**config.mk**
```make
export PLATFORM = sky130hd
export DESIGN_NAME = fstn_walker
export DESIGN_NICKNAME = d
export VERILOG_FILES = /design/src/rtl/fstn_pkg.sv /design/src/rtl/fstn_decode.sv /design/src/rtl/fstn_state.sv /design/src/rtl/fstn_next.sv /design/src/rtl/fstn_walker.sv
export SDC_FILE = /design/constraint.sdc
export NUM_CORES = 1
export LEC_CHECK = 0
export ABC_AREA = 1
export BUFFER_PORTS_ARGS = -buffer_cell sky130_fd_sc_hd__buf_2
export CORE_MARGIN = 2
export CORE_UTILIZATION = 51
export CTS_CLUSTER_DIAMETER = 120
export CTS_CLUSTER_SIZE = 16
export DETAILED_ROUTE_END_ITERATION = 10
export GPL_ROUTABILITY_DRIVEN = 0
export PLACE_DENSITY = 0.8
export RECOVER_POWER = 50
export SLEW_MARGIN = 20
export SYNTH_ARGS = -nofsm -noshare
export SYNTH_HDL_FRONTEND = slang
export SYNTH_HIERARCHICAL = 1
export SYNTH_SLANG_ARGS = --single-unit
```
**constraint.sdc**
```tcl
create_clock -name clk -period 1.8 [get_ports clk]
set_clock_uncertainty 0.05 [all_clocks]
set_input_delay 0.09 -clock clk [delete_from_list [all_inputs] [get_ports clk]]
set_output_delay 0.09 -clock clk [all_outputs]
set_load 0.1 [all_outputs]
```
**src/rtl/fstn_pkg.sv**
```systemverilog
// Shared types for the frame span node walker.
// Assumes: one node is judged per cycle; the action code is internal only.
package fstn_pkg;
    typedef enum logic [1:0] {
        ACT_NONE    = 2'd0,  // no node or not a span node
        ACT_NORMAL  = 2'd1,  // follow the forward link
        ACT_SAVE    = 2'd2,  // store forward link, take backward link
        ACT_RESTORE = 2'd3   // return to the stored link
    } fstn_act_e;
endpackage

```
**src/rtl/fstn_decode.sv**
```systemverilog
// Classifies a presented node into one walk action.
// Assumes: rec_eff is the recovery flag with any same-cycle frame clear applied.
module fstn_decode
    import fstn_pkg::*;
#(
    parameter int UF_W        = 3,
    parameter int REC_UF_LAST = 1
) (
    input  logic            node_valid,
    input  logic            node_is_fstn,
    input  logic [UF_W-1:0] uframe,
    input  logic            back_t,
    input  logic            rec_eff,
    output fstn_act_e       act
);
    localparam logic [UF_W-1:0] LAST_UF = REC_UF_LAST[UF_W-1:0];

    logic in_window;

    // Purpose: flag the micro-frames where the detour may be taken.
    always_comb in_window = (uframe <= LAST_UF);

    // Purpose: pick the action from the window, the node kind and the mode.
    always_comb begin
        act = ACT_NONE;
        if (node_valid && node_is_fstn) begin
            if (!in_window)
                act = ACT_NORMAL;
            else if (!back_t)
                act = ACT_SAVE;
            else if (rec_eff)
                act = ACT_RESTORE;
            else
                act = ACT_NORMAL;
        end
    end
endmodule

```
**src/rtl/fstn_state.sv**
```systemverilog
// Holds the recovery flag and the stored forward link.
// Assumes: a save in the same cycle as frame_start wins over the clear.
module fstn_state
    import fstn_pkg::*;
#(
    parameter int PTR_W = 27
) (
    input  logic             clk,
    input  logic             rst_n,
    input  logic             frame_start,
    input  fstn_act_e        act,
    input  logic [PTR_W-1:0] normal_ptr,
    input  logic             normal_t,
    output logic             recovery,
    output logic [PTR_W-1:0] saved_ptr,
    output logic             saved_t
);
    // Purpose: update mode and stored link on save, restore and frame start.
    always_ff @(posedge clk) begin
        if (!rst_n) begin
            recovery  <= 1'b0;
            saved_ptr <= '0;
            saved_t   <= 1'b0;
        end else if (act == ACT_SAVE) begin
            recovery  <= 1'b1;
            saved_ptr <= normal_ptr;
            saved_t   <= normal_t;
        end else if (frame_start || act == ACT_RESTORE) begin
            recovery  <= 1'b0;
            saved_ptr <= '0;
            saved_t   <= 1'b0;
        end
    end

    p_save_sets_r3: assert property (@(posedge clk) disable iff (!rst_n)
        act == ACT_SAVE |=> recovery);
    p_restore_clears_r4: assert property (@(posedge clk) disable iff (!rst_n)
        act == ACT_RESTORE |=> !recovery);
    p_frame_clears_r6: assert property (@(posedge clk) disable iff (!rst_n)
        (frame_start && act != ACT_SAVE) |=> !recovery);
    p_normal_keeps_r2: assert property (@(posedge clk) disable iff (!rst_n)
        (act == ACT_NORMAL && !frame_start) |=> $stable(recovery));
    p_idle_keeps_r7: assert property (@(posedge clk) disable iff (!rst_n)
        (act == ACT_NONE && !frame_start) |=> ($stable(recovery) && $stable(saved_ptr)));
endmodule

```
**src/rtl/fstn_next.sv**
```systemverilog
// Registers the next link, its terminate flag and the result strobe.
// Assumes: saved_ptr/saved_t are the values before this cycle's update.
module fstn_next
    import fstn_pkg::*;
#(
    parameter int PTR_W = 27
) (
    input  logic             clk,
    input  logic             rst_n,
    input  fstn_act_e        act,
    input  logic [PTR_W-1:0] normal_ptr,
    input  logic             normal_t,
    input  logic [PTR_W-1:0] back_ptr,
    input  logic [PTR_W-1:0] saved_ptr,
    input  logic             saved_t,
    output logic             next_valid,
    output logic [PTR_W-1:0] next_ptr,
    output logic             end_of_list
);
    logic [PTR_W-1:0] sel_ptr;
    logic             sel_t;

    // Purpose: choose the link that the action points to.
    always_comb begin
        unique case (act)
            ACT_SAVE:    begin sel_ptr = back_ptr;   sel_t = 1'b0;     end
            ACT_RESTORE: begin sel_ptr = saved_ptr;  sel_t = saved_t;  end
            default:     begin sel_ptr = normal_ptr; sel_t = normal_t; end
        endcase
    end

    // Purpose: capture the result one cycle after the node.
    always_ff @(posedge clk) begin
        if (!rst_n) begin
            next_valid  <= 1'b0;
            next_ptr    <= '0;
            end_of_list <= 1'b0;
        end else begin
            next_valid <= (act != ACT_NONE);
            if (act != ACT_NONE) begin
                next_ptr    <= sel_ptr;
                end_of_list <= sel_t;
            end
        end
    end

    p_save_back_r3: assert property (@(posedge clk) disable iff (!rst_n)
        act == ACT_SAVE |=> (next_ptr == $past(back_ptr) && !end_of_list));
    p_normal_fwd_r2: assert property (@(posedge clk) disable iff (!rst_n)
        act == ACT_NORMAL |=> (next_ptr == $past(normal_ptr) && end_of_list == $past(normal_t)));
endmodule

```
**src/rtl/fstn_walker.sv**
```systemverilog
// Top of the frame span node walker: decode, mode state and next-link register.
// Assumes: at most one node per cycle; the result appears one cycle later.
module fstn_walker
    import fstn_pkg::*;
#(
    parameter int PTR_W       = 27,
    parameter int UF_W        = 3,
    parameter int REC_UF_LAST = 1
) (
    input  logic             clk,
    input  logic             rst_n,
    input  logic             frame_start,
    input  logic             node_valid,
    input  logic             node_is_fstn,
    input  logic [UF_W-1:0]  uframe,
    input  logic [PTR_W-1:0] normal_ptr,
    input  logic             normal_t,
    input  logic [PTR_W-1:0] back_ptr,
    input  logic             back_t,
    output logic             next_valid,
    output logic [PTR_W-1:0] next_ptr,
    output logic             end_of_list,
    output logic             recovery
);
    fstn_act_e        act;
    logic             rec_eff;
    logic [PTR_W-1:0] saved_ptr;
    logic             saved_t;

    // Purpose: a frame start in this cycle hides the old recovery mode.
    always_comb rec_eff = recovery && !frame_start;

    fstn_decode #(.UF_W(UF_W), .REC_UF_LAST(REC_UF_LAST)) u_decode (
        .node_valid   (node_valid),
        .node_is_fstn (node_is_fstn),
        .uframe       (uframe),
        .back_t       (back_t),
        .rec_eff      (rec_eff),
        .act          (act)
    );

    fstn_state #(.PTR_W(PTR_W)) u_state (
        .clk         (clk),
        .rst_n       (rst_n),
        .frame_start (frame_start),
        .act         (act),
        .normal_ptr  (normal_ptr),
        .normal_t    (normal_t),
        .recovery    (recovery),
        .saved_ptr   (saved_ptr),
        .saved_t     (saved_t)
    );

    fstn_next #(.PTR_W(PTR_W)) u_next (
        .clk         (clk),
        .rst_n       (rst_n),
        .act         (act),
        .normal_ptr  (normal_ptr),
        .normal_t    (normal_t),
        .back_ptr    (back_ptr),
        .saved_ptr   (saved_ptr),
        .saved_t     (saved_t),
        .next_valid  (next_valid),
        .next_ptr    (next_ptr),
        .end_of_list (end_of_list)
    );

    p_reset_quiet_r1: assert property (@(posedge clk)
        !rst_n |=> (!next_valid && !recovery && !end_of_list));
    p_one_result_r8: assert property (@(posedge clk) disable iff (!rst_n)
        (node_valid && node_is_fstn) |=> next_valid);
    p_no_result_r7: assert property (@(posedge clk) disable iff (!rst_n)
        !(node_valid && node_is_fstn) |=> !next_valid);
    p_same_cycle_r9: assert property (@(posedge clk) disable iff (!rst_n)
        (frame_start && node_valid && node_is_fstn && back_t) |=> !recovery);
endmodule

```
==> flow_summary.html <==
<table>
<tr><th>Metric</th><th>Value</th></tr>
<tr><th colspan="2">Place</th></tr>
<tr><td>Placed wire-length estimate after detailed placement</td><td>4830 um</td></tr>
<tr><td>Placed insts</td><td>562</td></tr>
<tr><td>I/O Buffers</td><td>92</td></tr>
<tr><td>Area post-placement</td><td>3340 um^2</td></tr>
<tr><th colspan="2">Finish</th></tr>
<tr><td>Area grow syn2layout</td><td>32.8%</td></tr>
<tr><td>FILL cells</td><td>451</td></tr>
<tr><td>Number of nets in the layout</td><td>593</td></tr>
<tr><td>Layout cell share with drive strength beyond 1</td><td>0.255</td></tr>
<tr><td>Antenna Diode Count</td><td>0</td></tr>
<tr><td>Sequential cell area</td><td>1160 um^2</td></tr>
<tr><td>Area occupied by multi-input gates</td><td>1390 um^2</td></tr>
<tr><td>Final Cell Area</td><td>3870 um^2</td></tr>
<tr><td>Non-filler instance count after layout</td><td>606</td></tr>
<tr><td>Post-layout util</td><td>0.703</td></tr>
<tr><th colspan="2">Power</th></tr>
<tr><td>Total power per unit cell area</td><td>918 nW/um^2</td></tr>
<tr><td>Post-layout power</td><td>3.55 mW</td></tr>
<tr><td>Worst vdd rail ir drop</td><td>0.506 mV</td></tr>
<tr><td>Leakage power</td><td>1.87 nW</td></tr>
<tr><th colspan="2">Timing</th></tr>
<tr><td>Final Critical Period</td><td>1.67 ns</td></tr>
<tr><td>Period Utilization, post-route</td><td>0.929</td></tr>
<tr><td>Slew headroom</td><td>0.635</td></tr>
<tr><td>RSZ-0062 raised after global routing</td><td>no</td></tr>
<tr><td>Max-slew violation count</td><td>0</td></tr>
<tr><td>Max frequency</td><td>598 MHz</td></tr>
<tr><td>Total Negative Setup Slacks</td><td>0 ns</td></tr>
<tr><td>Tightest Pin Transition</td><td>0.547 ns</td></tr>
<tr><td>Final-report hold violation count</td><td>0</td></tr>
<tr><td>Total of endpoints with negative setup slack in the final report</td><td>0</td></tr>
<tr><th colspan="2">Synth</th></tr>
<tr><td>Ys async rst share</td><td>0</td></tr>
<tr><td>Number of enable flip-flop cells after synthesis</td><td>0</td></tr>
<tr><td>Syn avg cell area</td><td>6.89 um^2</td></tr>
<tr><td>Unique masters post-synth</td><td>23</td></tr>
<tr><td>Flip-flop and latch count after synthesis</td><td>58</td></tr>
<tr><td>Count leader, synth</td><td>sky130_fd_sc_hd__nand2_1</td></tr>
<tr><td>Most frequent cells after synthesis</td><td>89 x sky130_fd_sc_hd__nand2_1, 58 x sky130_fd_sc_hd__dfxtp_1, 56 x sky130_fd_sc_hd__nor2_1, 54 x sky130_fd_sc_hd__a21oi_1, 35 x sky130_fd_sc_hd__inv_1</td></tr>
<tr><td>Synth warnings</td><td>6</td></tr>
<tr><td>Top area cells in the synthesized netlist</td><td>sky130_fd_sc_hd__dfxtp_1 40%, sky130_fd_sc_hd__nand2_1 11%, sky130_fd_sc_hd__a21oi_1 9.3%, sky130_fd_sc_hd__nor2_1 7.2%, sky130_fd_sc_hd__nand4_1 5.2%</td></tr>
<tr><td>Synthesized instance count</td><td>423</td></tr>
<tr><td>Yosys top cell by area</td><td>sky130_fd_sc_hd__dfxtp_1</td></tr>
<tr><td>Syn Nets</td><td>487</td></tr>
<tr><td>Syn Std Cell Area</td><td>2910 um^2</td></tr>
<tr><td>Leading register cell type out of synthesis</td><td>sky130_fd_sc_hd__dfxtp_1</td></tr>
<tr><td>Part of the Yosys area used for sequential elements</td><td>0.398</td></tr>
<tr><td>Fraction of post-synthesis cell area in the top cell type by area</td><td>0.398</td></tr>
<tr><th colspan="2">Route</th></tr>
<tr><td>Length of the first detailed-routing pass in iterations</td><td>6</td></tr>
<tr><td>Wire length on met2</td><td>3840 um</td></tr>
<tr><td>Highest metal layer with signal wires</td><td>met4</td></tr>
<tr><td>Met3 Wirelength</td><td>688 um</td></tr>
<tr><td>Number of design-rule violations left by the first detailed-router iteration</td><td>439</td></tr>
<tr><td>Post-route ant nets</td><td>0</td></tr>
<tr><td>Wire length per cell</td><td>13.3 um</td></tr>
<tr><td>Routed met1 length</td><td>3400 um</td></tr>
<tr><td>DRC Markers</td><td>0</td></tr>
<tr><td>Vias per inst</td><td>5.32</td></tr>
<tr><td>Total number of vias</td><td>3222</td></tr>
<tr><td>Wire length reported by the detailed router</td><td>8050 um</td></tr>
<tr><th colspan="2">CTS</th></tr>
<tr><td>Master cell of the clock root buffer</td><td>sky130_fd_sc_hd__clkbuf_8</td></tr>
<tr><td>Buffers inserted by post-CTS timing repair</td><td>0</td></tr>
<tr><td>Maximum clock path buffer count</td><td>2</td></tr>
<tr><td>Clk_lat worst skew</td><td>0.32 ns</td></tr>
<tr><td>Post-CTS clock slew at the launch and capture registers of the worst setup and hold paths</td><td>0.06 ns</td></tr>
<tr><td>Number of levels in the clock H-tree</td><td>3</td></tr>
<tr><td>Total number of clock tree sinks</td><td>58</td></tr>
<tr><td>Clock buffer count from CTS</td><td>9</td></tr>
<tr><td>CTS tree</td><td>yes</td></tr>
<tr><th colspan="2">Critical path</th></tr>
<tr><td>Crit start category</td><td>flip-flop</td></tr>
<tr><td>Worst reg2reg setup slack</td><td>0.13 ns</td></tr>
<tr><td>Largest delay contributor family on the critical path</td><td>simple AND/OR/NAND/NOR gates</td></tr>
<tr><td>Critical path's largest stage delay</td><td>0.35 ns</td></tr>
<tr><td>Cell mode on critical path</td><td>sky130_fd_sc_hd__nand2_1</td></tr>
<tr><td>Arrival time reported for the critical path endpoint</td><td>1.84 ns</td></tr>
<tr><td>Buffering stage count on the worst path with inverters included</td><td>4</td></tr>
<tr><td>Critical Path End Type</td><td>flip-flop</td></tr>
<tr><td>Worst Path Max Fanout</td><td>15</td></tr>
<tr><td>Critical setup path kind</td><td>reg -&gt; reg</td></tr>
<tr><td>Required time at the endpoint of the critical path</td><td>1.97 ns</td></tr>
<tr><td>Slowest cell on the critical path</td><td>sky130_fd_sc_hd__dfxtp_4</td></tr>
<tr><td>Series of cell instances along the critical path</td><td>inv_1, nor2_2, inv_1, nand2_1, nand2_1, nor2_4, inv_1, buf_2, nand2_1, nand2_1, nor2_1, nor2_1</td></tr>
<tr><th colspan="2">Global routing</th></tr>
<tr><td>Final global-route overflow total</td><td>0</td></tr>
<tr><td>Number of antenna violations at the first check in global routing</td><td>0</td></tr>
<tr><td>Tot GR Track Use</td><td>0.268</td></tr>
<tr><td>Via count of the first global-routing pass</td><td>2908</td></tr>
<tr><td>First-pass GRT wire length</td><td>13300 um</td></tr>
<tr><td>Pin count of the biggest net entering global routing</td><td>43</td></tr>
<tr><th colspan="2">Floorplanning</th></tr>
<tr><td>Area inside the core boundary</td><td>5510 um^2</td></tr>
<tr><td>Width of the die</td><td>79.6 um</td></tr>
<tr><td>Floorplan die area</td><td>6330 um^2</td></tr>
<tr><td>Std cell rows</td><td>27</td></tr>
<tr><td>Floorplan die height</td><td>79.6 um</td></tr>
<tr><td>Boundary Pins</td><td>94</td></tr>
<tr><td>Starting Density</td><td>0.529</td></tr>
<tr><th colspan="2">Min path</th></tr>
<tr><td>Worst hold-check path type</td><td>in -&gt; reg</td></tr>
<tr><th colspan="2">Job</th></tr>
<tr><td>Count of max-cap constraint violations</td><td>0</td></tr>
<tr><th colspan="2">Run status</th></tr>
<tr><td>Result of the run</td><td>complete, no violations</td></tr>
</table>
## power by group
group / internal [mW] / total (mW) / switching, mW
Sequential: 1.34 / 1.36 / 0.0250
Clock: 0.934 / 1.43 / 0.495
Combinational: 0.192 / 0.764 / 0.572
## timing repair
item,CTS,global route
hold endpoints to repair,28,0
gates resized for setup,0,2
setup endpoints to repair,0,45
hold buffers,28,0
## layout make-up
class / count / share of cell area
Clock buffer: 12 / 0.0456
Clock inverter: 4 / 0.0181
Inverter: 39 / 0.0385
Multi-Input combinational cell: 292 / 0.359
Sequential cell: 58 / 0.301
Tap cell: 72 / 0.0233
Timing Repair Buffer: 129 / 0.215
## worst paths after layout
check | start | to | cells past startpoint
setup / recovery | u_state/recovery | u_next/next_ptr[14] | 12
hold reg to reg | u_state/saved_ptr[9] | u_state/saved_ptr[9] | 2
hold / removal | back_ptr[19] | u_next/next_ptr[19] | 5
setup reg to reg | u_state/recovery | u_next/next_ptr[14] | 12
## flip-flops by register name, summed over array words and instances (netlist names)
signal              flops
u_state/saved_t         1
u_next/end_of_list      1
u_next/next_ptr        27
u_state/saved_ptr      27
u_state/recovery        1
u_next/next_valid       1
## worst min-delay path, stage by stage
cell and delay, ns:
sky130_fd_sc_hd__buf_2 0.09, sky130_fd_sc_hd__inv_1 0.04, sky130_fd_sc_hd__a21oi_1 0.05, sky130_fd_sc_hd__nor2_1 0.08, sky130_fd_sc_hd__nor2_1 0.04
## routing by layer
layer / GRT usage / vias to the layer above
met4: 0.124 / 0
met2: 0.433 / 169
met5: 0 / -
li1: - / 1593
met1: 0.347 / 1448
met3: 0.0475 / 12
## cells by family (layout without fill, tap and decap cells)
group / Yosys count / count (layout) / synth area share
and+or+nand+nor: 207 / 207 / 0.318
buffers and inverters: 73 / 184 / 0.133
DFF: 58 / 58 / 0.398
AOI/OAI and AO/OA: 85 / 85 / 0.151
## placed cells by master, fill, tap and decap left out, types with 3 or more instances in the layout
cell                            instances
sky130_fd_sc_hd__nand2_1               88
sky130_fd_sc_hd__buf_2                 64
sky130_fd_sc_hd__dfxtp_1               57
sky130_fd_sc_hd__nor2_1                56
sky130_fd_sc_hd__a21oi_1               53
sky130_fd_sc_hd__inv_1                 36
sky130_fd_sc_hd__clkbuf_2              29
sky130_fd_sc_hd__nand3_1               29
sky130_fd_sc_hd__dlygate4sd3_1         28
sky130_fd_sc_hd__o21ai_0               24
sky130_fd_sc_hd__nand4_1               24
sky130_fd_sc_hd__clkbuf_8              11
sky130_fd_sc_hd__buf_4                  6
sky130_fd_sc_hd__nand4_2                4
sky130_fd_sc_hd__a21oi_2                4
sky130_fd_sc_hd__o21ai_1                3
## through the flow
stage / worst slack, ns / hold WS, ns
finish: 0.129 / 0.0607
CTS: 0.0682 / 0.0493
global placement: 0.137 / 0.307
detailed placement: 0.0853 / 0.309
floorplan: 0.0362 / 0.187
global route: 0.00151 / 0.0775
Power figures use the tool's default switching activity.
